[src/rtl/cap_addr_pkg.sv]
// Shared constants for the capture address register bank.
// Assumes a byte-addressed bus with 32-bit registers on a 4-byte stride.
package cap_addr_pkg;
    localparam int unsigned N_PARITY   = 2;     // index 0 = even field, 1 = odd field
    localparam int unsigned REG_STRIDE = 4;
    localparam int unsigned OFF_BASE0  = 'h00;  // even base, odd base follows
    localparam int unsigned OFF_UOFF0  = 'h08;  // even U offset, odd U offset follows
    localparam int unsigned OFF_STATUS = 'h10;

    typedef enum logic {
        PAR_EVEN = 1'b0,
        PAR_ODD  = 1'b1
    } parity_e;
endpackage

[src/rtl/cap_shadow_reg.sv]
// One double-buffered address register: a software-visible shadow copy
// and an active copy loaded from the shadow on commit.
// Assumes wr_en and commit are single-cycle strobes; on a shared edge the
// old shadow value is committed and the new write lands in the shadow.
module cap_shadow_reg #(
    parameter int unsigned DATA_W = 32,
    parameter int unsigned LSB    = 4
) (
    input  logic              clk,
    input  logic              rst_n,
    input  logic              wr_en,
    input  logic [DATA_W-1:0] wdata,
    input  logic              commit,
    output logic [DATA_W-1:0] shadow_q,
    output logic [DATA_W-1:0] active_q
);
    localparam logic [DATA_W-1:0] ALIGN_MASK = ~((DATA_W'(1) << LSB) - DATA_W'(1));

    // Shadow copy: takes every aligned software write.
    always_ff @(posedge clk) begin
        if (!rst_n)
            shadow_q <= '0;
        else if (wr_en)
            shadow_q <= wdata & ALIGN_MASK;
    end

    // Active copy: loads the pre-edge shadow value on commit.
    always_ff @(posedge clk) begin
        if (!rst_n)
            active_q <= '0;
        else if (commit)
            active_q <= shadow_q;
    end
endmodule

[src/rtl/cap_reg_decode.sv]
// Register bus decoder: turns a byte offset and write strobe into per-register
// write enables, and muxes the read data combinationally.
// Assumes word-aligned offsets; anything not mapped reads zero.
module cap_reg_decode
    import cap_addr_pkg::*;
#(
    parameter int unsigned DATA_W = 32,
    parameter int unsigned AW     = 5
) (
    input  logic                              wr_en,
    input  logic [AW-1:0]                     addr,
    input  logic [N_PARITY-1:0][DATA_W-1:0]   base_shadow,
    input  logic [N_PARITY-1:0][DATA_W-1:0]   uoff,
    input  logic                              pending,
    output logic [N_PARITY-1:0]               base_we,
    output logic [N_PARITY-1:0]               uoff_we,
    output logic [DATA_W-1:0]                 rdata
);
    // Write enables for each mapped register.
    always_comb begin
        for (int i = 0; i < N_PARITY; i++) begin
            base_we[i] = wr_en && (addr == AW'(OFF_BASE0 + REG_STRIDE * i));
            uoff_we[i] = wr_en && (addr == AW'(OFF_UOFF0 + REG_STRIDE * i));
        end
    end

    // Read mux; unmapped offsets return zero.
    always_comb begin
        rdata = '0;
        for (int i = 0; i < N_PARITY; i++) begin
            if (addr == AW'(OFF_BASE0 + REG_STRIDE * i)) rdata = base_shadow[i];
            if (addr == AW'(OFF_UOFF0 + REG_STRIDE * i)) rdata = uoff[i];
        end
        if (addr == AW'(OFF_STATUS)) rdata = DATA_W'(pending);
    end
endmodule

[src/rtl/cap_addr_sel.sv]
// Parity select and chroma adder: latches field parity at field start and
// forms the active base and the U-plane start address from it.
// Assumes field_is_odd is valid on the cycle field_start is high.
module cap_addr_sel
    import cap_addr_pkg::*;
#(
    parameter int unsigned DATA_W = 32
) (
    input  logic                            clk,
    input  logic                            rst_n,
    input  logic                            field_start,
    input  logic                            field_is_odd,
    input  logic [N_PARITY-1:0][DATA_W-1:0] act_base,
    input  logic [N_PARITY-1:0][DATA_W-1:0] uoff,
    output logic [DATA_W-1:0]               base_out,
    output logic [DATA_W-1:0]               u_out
);
    parity_e parity_q;

    // Latch parity of the field being captured.
    always_ff @(posedge clk) begin
        if (!rst_n)
            parity_q <= PAR_EVEN;
        else if (field_start)
            parity_q <= field_is_odd ? PAR_ODD : PAR_EVEN;
    end

    // Select base and add chroma offset of the same parity.
    always_comb begin
        base_out = act_base[parity_q];
        u_out    = act_base[parity_q] + uoff[parity_q];
    end
endmodule

[src/rtl/cap_addr_regs.sv]
// Top of the capture address register bank. Holds double-buffered field
// bases, direct chroma offsets and the commit-waiting flag.
// Assumes first_data pulses once on the first captured word of each field.
module cap_addr_regs
    import cap_addr_pkg::*;
#(
    parameter int unsigned DATA_W   = 32,
    parameter int unsigned AW       = 5,
    parameter int unsigned BASE_LSB = 4,
    parameter int unsigned UOFF_LSB = 5
) (
    input  logic              clk,
    input  logic              rst_n,
    input  logic              reg_wr_en,
    input  logic [AW-1:0]     reg_addr,
    input  logic [DATA_W-1:0] reg_wdata,
    output logic [DATA_W-1:0] reg_rdata,
    input  logic              field_start,
    input  logic              field_is_odd,
    input  logic              first_data,
    output logic [DATA_W-1:0] active_base,
    output logic [DATA_W-1:0] u_start,
    output logic              upd_pending
);
    localparam logic [DATA_W-1:0] UOFF_MASK = ~((DATA_W'(1) << UOFF_LSB) - DATA_W'(1));

    logic [N_PARITY-1:0]             base_we;
    logic [N_PARITY-1:0]             uoff_we;
    logic [N_PARITY-1:0][DATA_W-1:0] base_shadow;
    logic [N_PARITY-1:0][DATA_W-1:0] base_active;
    logic [N_PARITY-1:0][DATA_W-1:0] uoff_q;
    logic                            pending_q;

    cap_reg_decode #(.DATA_W(DATA_W), .AW(AW)) u_dec (
        .wr_en       (reg_wr_en),
        .addr        (reg_addr),
        .base_shadow (base_shadow),
        .uoff        (uoff_q),
        .pending     (pending_q),
        .base_we     (base_we),
        .uoff_we     (uoff_we),
        .rdata       (reg_rdata)
    );

    for (genvar g = 0; g < N_PARITY; g++) begin : g_par
        cap_shadow_reg #(.DATA_W(DATA_W), .LSB(BASE_LSB)) u_base (
            .clk      (clk),
            .rst_n    (rst_n),
            .wr_en    (base_we[g]),
            .wdata    (reg_wdata),
            .commit   (first_data),
            .shadow_q (base_shadow[g]),
            .active_q (base_active[g])
        );

        // Chroma offset: direct register, 32-byte aligned.
        always_ff @(posedge clk) begin
            if (!rst_n)
                uoff_q[g] <= '0;
            else if (uoff_we[g])
                uoff_q[g] <= reg_wdata & UOFF_MASK;
        end
    end

    // Waiting flag: set by any base write, cleared by a commit without one.
    always_ff @(posedge clk) begin
        if (!rst_n)
            pending_q <= 1'b0;
        else if (|base_we)
            pending_q <= 1'b1;
        else if (first_data)
            pending_q <= 1'b0;
    end

    cap_addr_sel #(.DATA_W(DATA_W)) u_sel (
        .clk          (clk),
        .rst_n        (rst_n),
        .field_start  (field_start),
        .field_is_odd (field_is_odd),
        .act_base     (base_active),
        .uoff         (uoff_q),
        .base_out     (active_base),
        .u_out        (u_start)
    );

    assign upd_pending = pending_q;
endmodule

[config.mk]
export PLATFORM = sky130hd
export DESIGN_NAME = cap_addr_regs
export DESIGN_NICKNAME = d
export VERILOG_FILES = /design/src/rtl/cap_addr_pkg.sv /design/src/rtl/cap_shadow_reg.sv /design/src/rtl/cap_reg_decode.sv /design/src/rtl/cap_addr_sel.sv /design/src/rtl/cap_addr_regs.sv
export SDC_FILE = /design/constraint.sdc
export NUM_CORES = 1
export LEC_CHECK = 0
export ABC_AREA = 1
export BUFFER_PORTS_ARGS = -buffer_cell sky130_fd_sc_hd__buf_4
export CORE_MARGIN = 2
export CORE_UTILIZATION = 40
export DETAILED_ROUTE_END_ITERATION = 8
export SYNTH_ARGS = -nofsm -noshare
export SYNTH_HDL_FRONTEND = slang
export SYNTH_SLANG_ARGS = --single-unit
[constraint.sdc]
create_clock -name clk -period 2.7 [get_ports clk]
set_clock_uncertainty 0.2 [all_clocks]
set_input_delay 0 -clock clk [delete_from_list [all_inputs] [get_ports clk]]
set_output_delay 0 -clock clk [all_outputs]
set_load 0.01 [all_outputs]
Word level (Yosys, flattened, before mapping)
Cells that the tools add are included.

Bits in registers: 168. Bits of input ports: 43. Word-level logic and storage cells: 33. Output and inout port bits: 97.

Muxes and demuxes: 12. Add/sub/neg operators: 1. Order comparisons: 1. Reductions and logical operators: 7. Equal/unequal tests: 4.

Operators with widths (count): $mux 32 (9); $add 32x32->32 (1); $eq 5x4->1 const B (2); $eq 5x3->1 const B (1); $eq 5x5->1 const B (1); $logic_not 5->1 (1); $logic_and 1x1->1 (4); $mux 1 (3); $lt 1x2->1 const B (1); $reduce_bool 2->1 (1); $reduce_or 2->1 (1).

Logic depth before layout (Yosys ltp)
Depth in word-level cells: 6. Depth in mapped cells: 16. Depth with buffers taken out: 15.

Cells and area by module
A second synthesis with hierarchy kept.

Cells, all modules: 1884. Area total of the unflattened synthesis: 11636.2 um2.

By module, submodules not included: cap_shadow_reg (area each 2378.5 um2, cells each 363, instances 2, seq. area each 1121.1 um2); cap_addr_sel (area each 3230.6 um2, cells each 568, instances 1, seq. area each 20.0 um2); cap_addr_regs (area each 2267.2 um2, cells each 322, instances 1, seq. area each 1101.1 um2); cap_reg_decode (area each 1381.3 um2, cells each 268, instances 1, seq. area each 0.0 um2).

Worst setup path after synthesis
No wires, ideal clock.

Path type: register to output. Start point: reg u_sel.parity_q. End point: out u_start[19]. Slack: 0.096 ns. Arrival: 2.404 ns. Stages on the path, launching flop included: 17. Cell sequence: dfxtp_1 > buf_2 > clkbuf_1 > nand2_1 > o21ai_0 > ha_1 > inv_1 > fa_1 > inv_1 > nand3_1 > nand3_1 > nand2_1 > nand2_1 > nand3_1 > nand2_1 > nand2_1 > nand2_1.

Longest elaborated chain between the ends: 3.

Ends and longest elaborated chain: start: declaration (line cap_addr_sel.sv:18) `parity_e parity_q;`; start signal: assignment (line cap_addr_sel.sv:25) `parity_q <= field_is_odd ? PAR_ODD : PAR_EVEN;`; $mux 32 (2 in series); via active_base[5] (line cap_addr_regs.sv:21) `output logic [DATA_W-1:0] active_base,`; $add 32x32->32 (line cap_addr_sel.sv:31) `u_out = act_base[parity_q] + uoff[parity_q];`; end: declaration (line cap_addr_regs.sv:22) `output logic [DATA_W-1:0] u_start,`.

The timed path passes the listed nets, and every way through them passes these cells. The select of a mux whose other input is x is not followed.

Final worst setup path
Start point: reg u_sel.parity_q. End point: out u_start[18].

Longest elaborated chain between the ends: 3.

Ends and longest elaborated chain (line): $mux 32 (not written as such) (2 in series) (cap_addr_sel.sv:31); $add 32x32->32 * (cap_addr_sel.sv:31).

Every way passes the cells marked *; elsewhere a longest branch is shown, timed or not. The select of a mux whose other input is x is not followed.

==> results.md <==
* Die ar. at 24070 sq um
* Crit Path Category: flip-flop to primary output
* Port Buffers at around 120
* Total Power at ~6 mW
* Antenna Violating Nets Remaining at 0
* Post-Synth Adder-Cell Area at 3.780%
* Initial DRC Count at between 800 and 900
* Worst Hold Class: input pin to flip-flop
* Fin crit period at between 2 and 3 ns
* Finished Cell Area at 12660 sq um
* Cell Int Power at 4.423 mW
* Setup violations, final at 21
* Setup TNS at -1.846 ns
* Worst Reg-to-Reg Cells at 4
* Post-synthesis sequential area ratio at between 30% and 40%
* Gate power share at 15.3%
* Area leader, netlist: dfxtp_1
* Sw Share at a little over a quarter
* Sink Count at 168
* Synth-to-layout area growth at 38.62%
* Most common cell in the synthesized netlist: nand2_1
* Final #Nets at 1686
* Type of origin of the critical path: flip-flop
* Final hold viol count at 0
* Die height at 155.1 um
* Switching pwr at about 1.6 mW
* Drt via density at 5.149
* Crit share post-route at 105.4%
* Worst skew pair latency at about 0.43 ns
* Status: complete, but fails checks
* Fmax at 351.6 MHz
* Slew of the pin with the lowest slew margin at 0.7855 ns
* Largest net degree at the start of global routing at 69
* Cts bufs inserted at 17
* Initial core utilization at 40.60%
* YS warnings at 0
* CTS HTree Levels at 4
* Simple-gate share of the synthesized area at 26.47%
* Crit Path Max Fanout at 17
* Final hold slack at 0.1403 ns
* Async SR Flop Fraction at 0%
* Post-route setup slack at -0.1445 ns
* CP arrival at 2.64 ns
* Mapped cell area at 9136 sq um
* Sequential share of power at 42.8%
* Max_cap viols at 0
* Peak supply drop at around 460 uV
* Xor and xnor fraction of the mapped netlist area at 1.246%
* Overflow after GRT at 0
* Max Transition Viols Final at 0
* RSZ-0062 raised after global routing: yes
* WL/cell at approximately 17 um
* Synth top area share at 36.81%
* Final HPWL DP at between 20 and 25 mm
* DR vias at 9856
* Vias in the first global route at 9052
* Clk pwr share at 41.9%
* Chip Width at 155.1 um
* Top post-synthesis cells by area: dfxtp_1 37%, o21ai_0 12%, nand2_1 12%
* CORE AREA at 22500 sq um
* Static Leak at 5.762 nW
* Synth Area in Compound Gates at approximately 21%
* FP Rows at 55
* Antenna violations before repair at 0
* Pwr Density at 475.8 nW/um^2
* Final RePlAce weighted congestion at ~0.89
* Remaining DRCs at 0
* CP endpoint kind: primary output
* WHS Path Cells at 7
* Layout cells sized above 1 at 24.13%
* First-pass detailed-route iteration total at 5
* Mux cell area share after synthesis at 0%
* Dpl ws at 0.1043 ns
* Largest family of logic cells by synthesized area: simple AND/OR/NAND/NOR gates
* Post-synth top cells: 285 x nand2_1, 268 x nor2_1, 223 x o21ai_0, 168 x dfxtp_1, 153 x inv_1
* Relative slew slack at 47.31%
* Flops & latches, synth at 168
* Area after DPL at around 11000 sq um
* Root buf cell: clkbuf_16
* Post-synth EDFFs at 0
* Boundary pin count at between 100 and 150
* Mapped Cells at 1427
* CTS tree: built
* Critical Path RT at 2.50 ns
* Total Wirelength at 31.81 mm
* Reg clk slew, reported paths at 0.07 ns
* Post-synthesis cell type count at 32
* Violated checks: setup timing
* First-pass GRT wire length at 48.17 mm
* ANT cells at 0
* GRT Overall Usage at 25.37%
* Post-Syn Area per Cell at 6.402 sq um
* Most used flip-flop cell after synthesis: dfxtp_1
* Clock buffer depth at 2
## logic make-up after synthesis
kind of cell,count (synthesis)
xor gates and xnor gates,13
other,1
AOI/OAI and AO/OA,366
DFF,168
buffers and inverters,244
and+or+nand+nor,608
adders and majority gates,27
## flip-flops by register name, indices dropped and copies added, names as in the netlist
name                   cells
g_par.u_base.active_q     56
g_par.u_base.shadow_q     56
uoff_q                    54
u_sel.parity_q             1
upd_pending                1
## timing repair
action	4_1_cts	5_1_grt
hold endpoints to repair	157	0
resized for setup	107	133
hold buffers	35	0
pin swaps	13	17
buffers inserted	19	5
endpoints found under the setup margin	24	24
cloned	0	4
## worst paths after layout
check,to,slack [ns],from
hold / removal,g_par[0].u_base.shadow_q[10],0.14,reg_addr[0]
hold reg to reg,g_par[0].u_base.active_q[28],0.25,g_par[0].u_base.active_q[28]
setup / recovery,u_start[18],-0.14,u_sel.parity_q
setup reg to reg,u_sel.parity_q,0.91,u_sel.parity_q
## stage by stage
step	std cells	util (%)
after global placement	1819	46.86
after detailed placement	1819	46.86
after CTS	1905	53.10
after global routing	1914	56.28
final	1914	56.28
after floorplan	1437	-
## layout by cell type, fill, tap and decap left out, types with 25 or more instances in the layout
cell,instances
nor2_1,249
o21ai_0,180
a21oi_1,100
dlygate4sd3_1,35
o21ai_1,25
buf_4,187
nand2_1,245
dfxtp_1,167
inv_1,147
nand2_2,31
## critical path: stages, from the launching register on
cell	delay, ns
dfxtp_4	0.46
clkbuf_16	0.22
o21ai_0	0.13
ha_1	0.43
nand2_2	0.13
nor2_2	0.21
and2_1	0.19
a21oi_2	0.09
xnor2_1	0.20
buf_4	0.16
## per-layer routing
layer / vias up / routed length (um) / GRT usage, %
li1: 4930 / - / -
met1: 4516 / 14490 / 35.57
met2: 363 / 14610 / 40.23
met3: 47 / 2081 / 3.705
met4: 0 / 629 / 8.157
met5: - / 0 / 0
## power by group through the flow
stage / Combinational [mW] / Clock (mW) / Sequential, mW
after detailed placement: 0.710 / 0 / 2.63
after floorplan: 0.376 / 0 / 2.62
after CTS: 0.816 / 2.55 / 2.57
final: 0.925 / 2.52 / 2.58
after global routing: 1.00 / 2.66 / 2.58
after global placement: 0.706 / 0 / 2.63
## area by class of cell
class / instances / area, sq um
clock inverter: 14 / 175.2
sequential: 168 / 3367
clock buffer: 18 / 429.2
multi-input combinational: 1025 / 5605
tap: 285 / 356.6
fill: 2153 / 9838
inverter: 160 / 600.6
timing repair buffer: 244 / 2131
(Power assumes the default switching activity.)
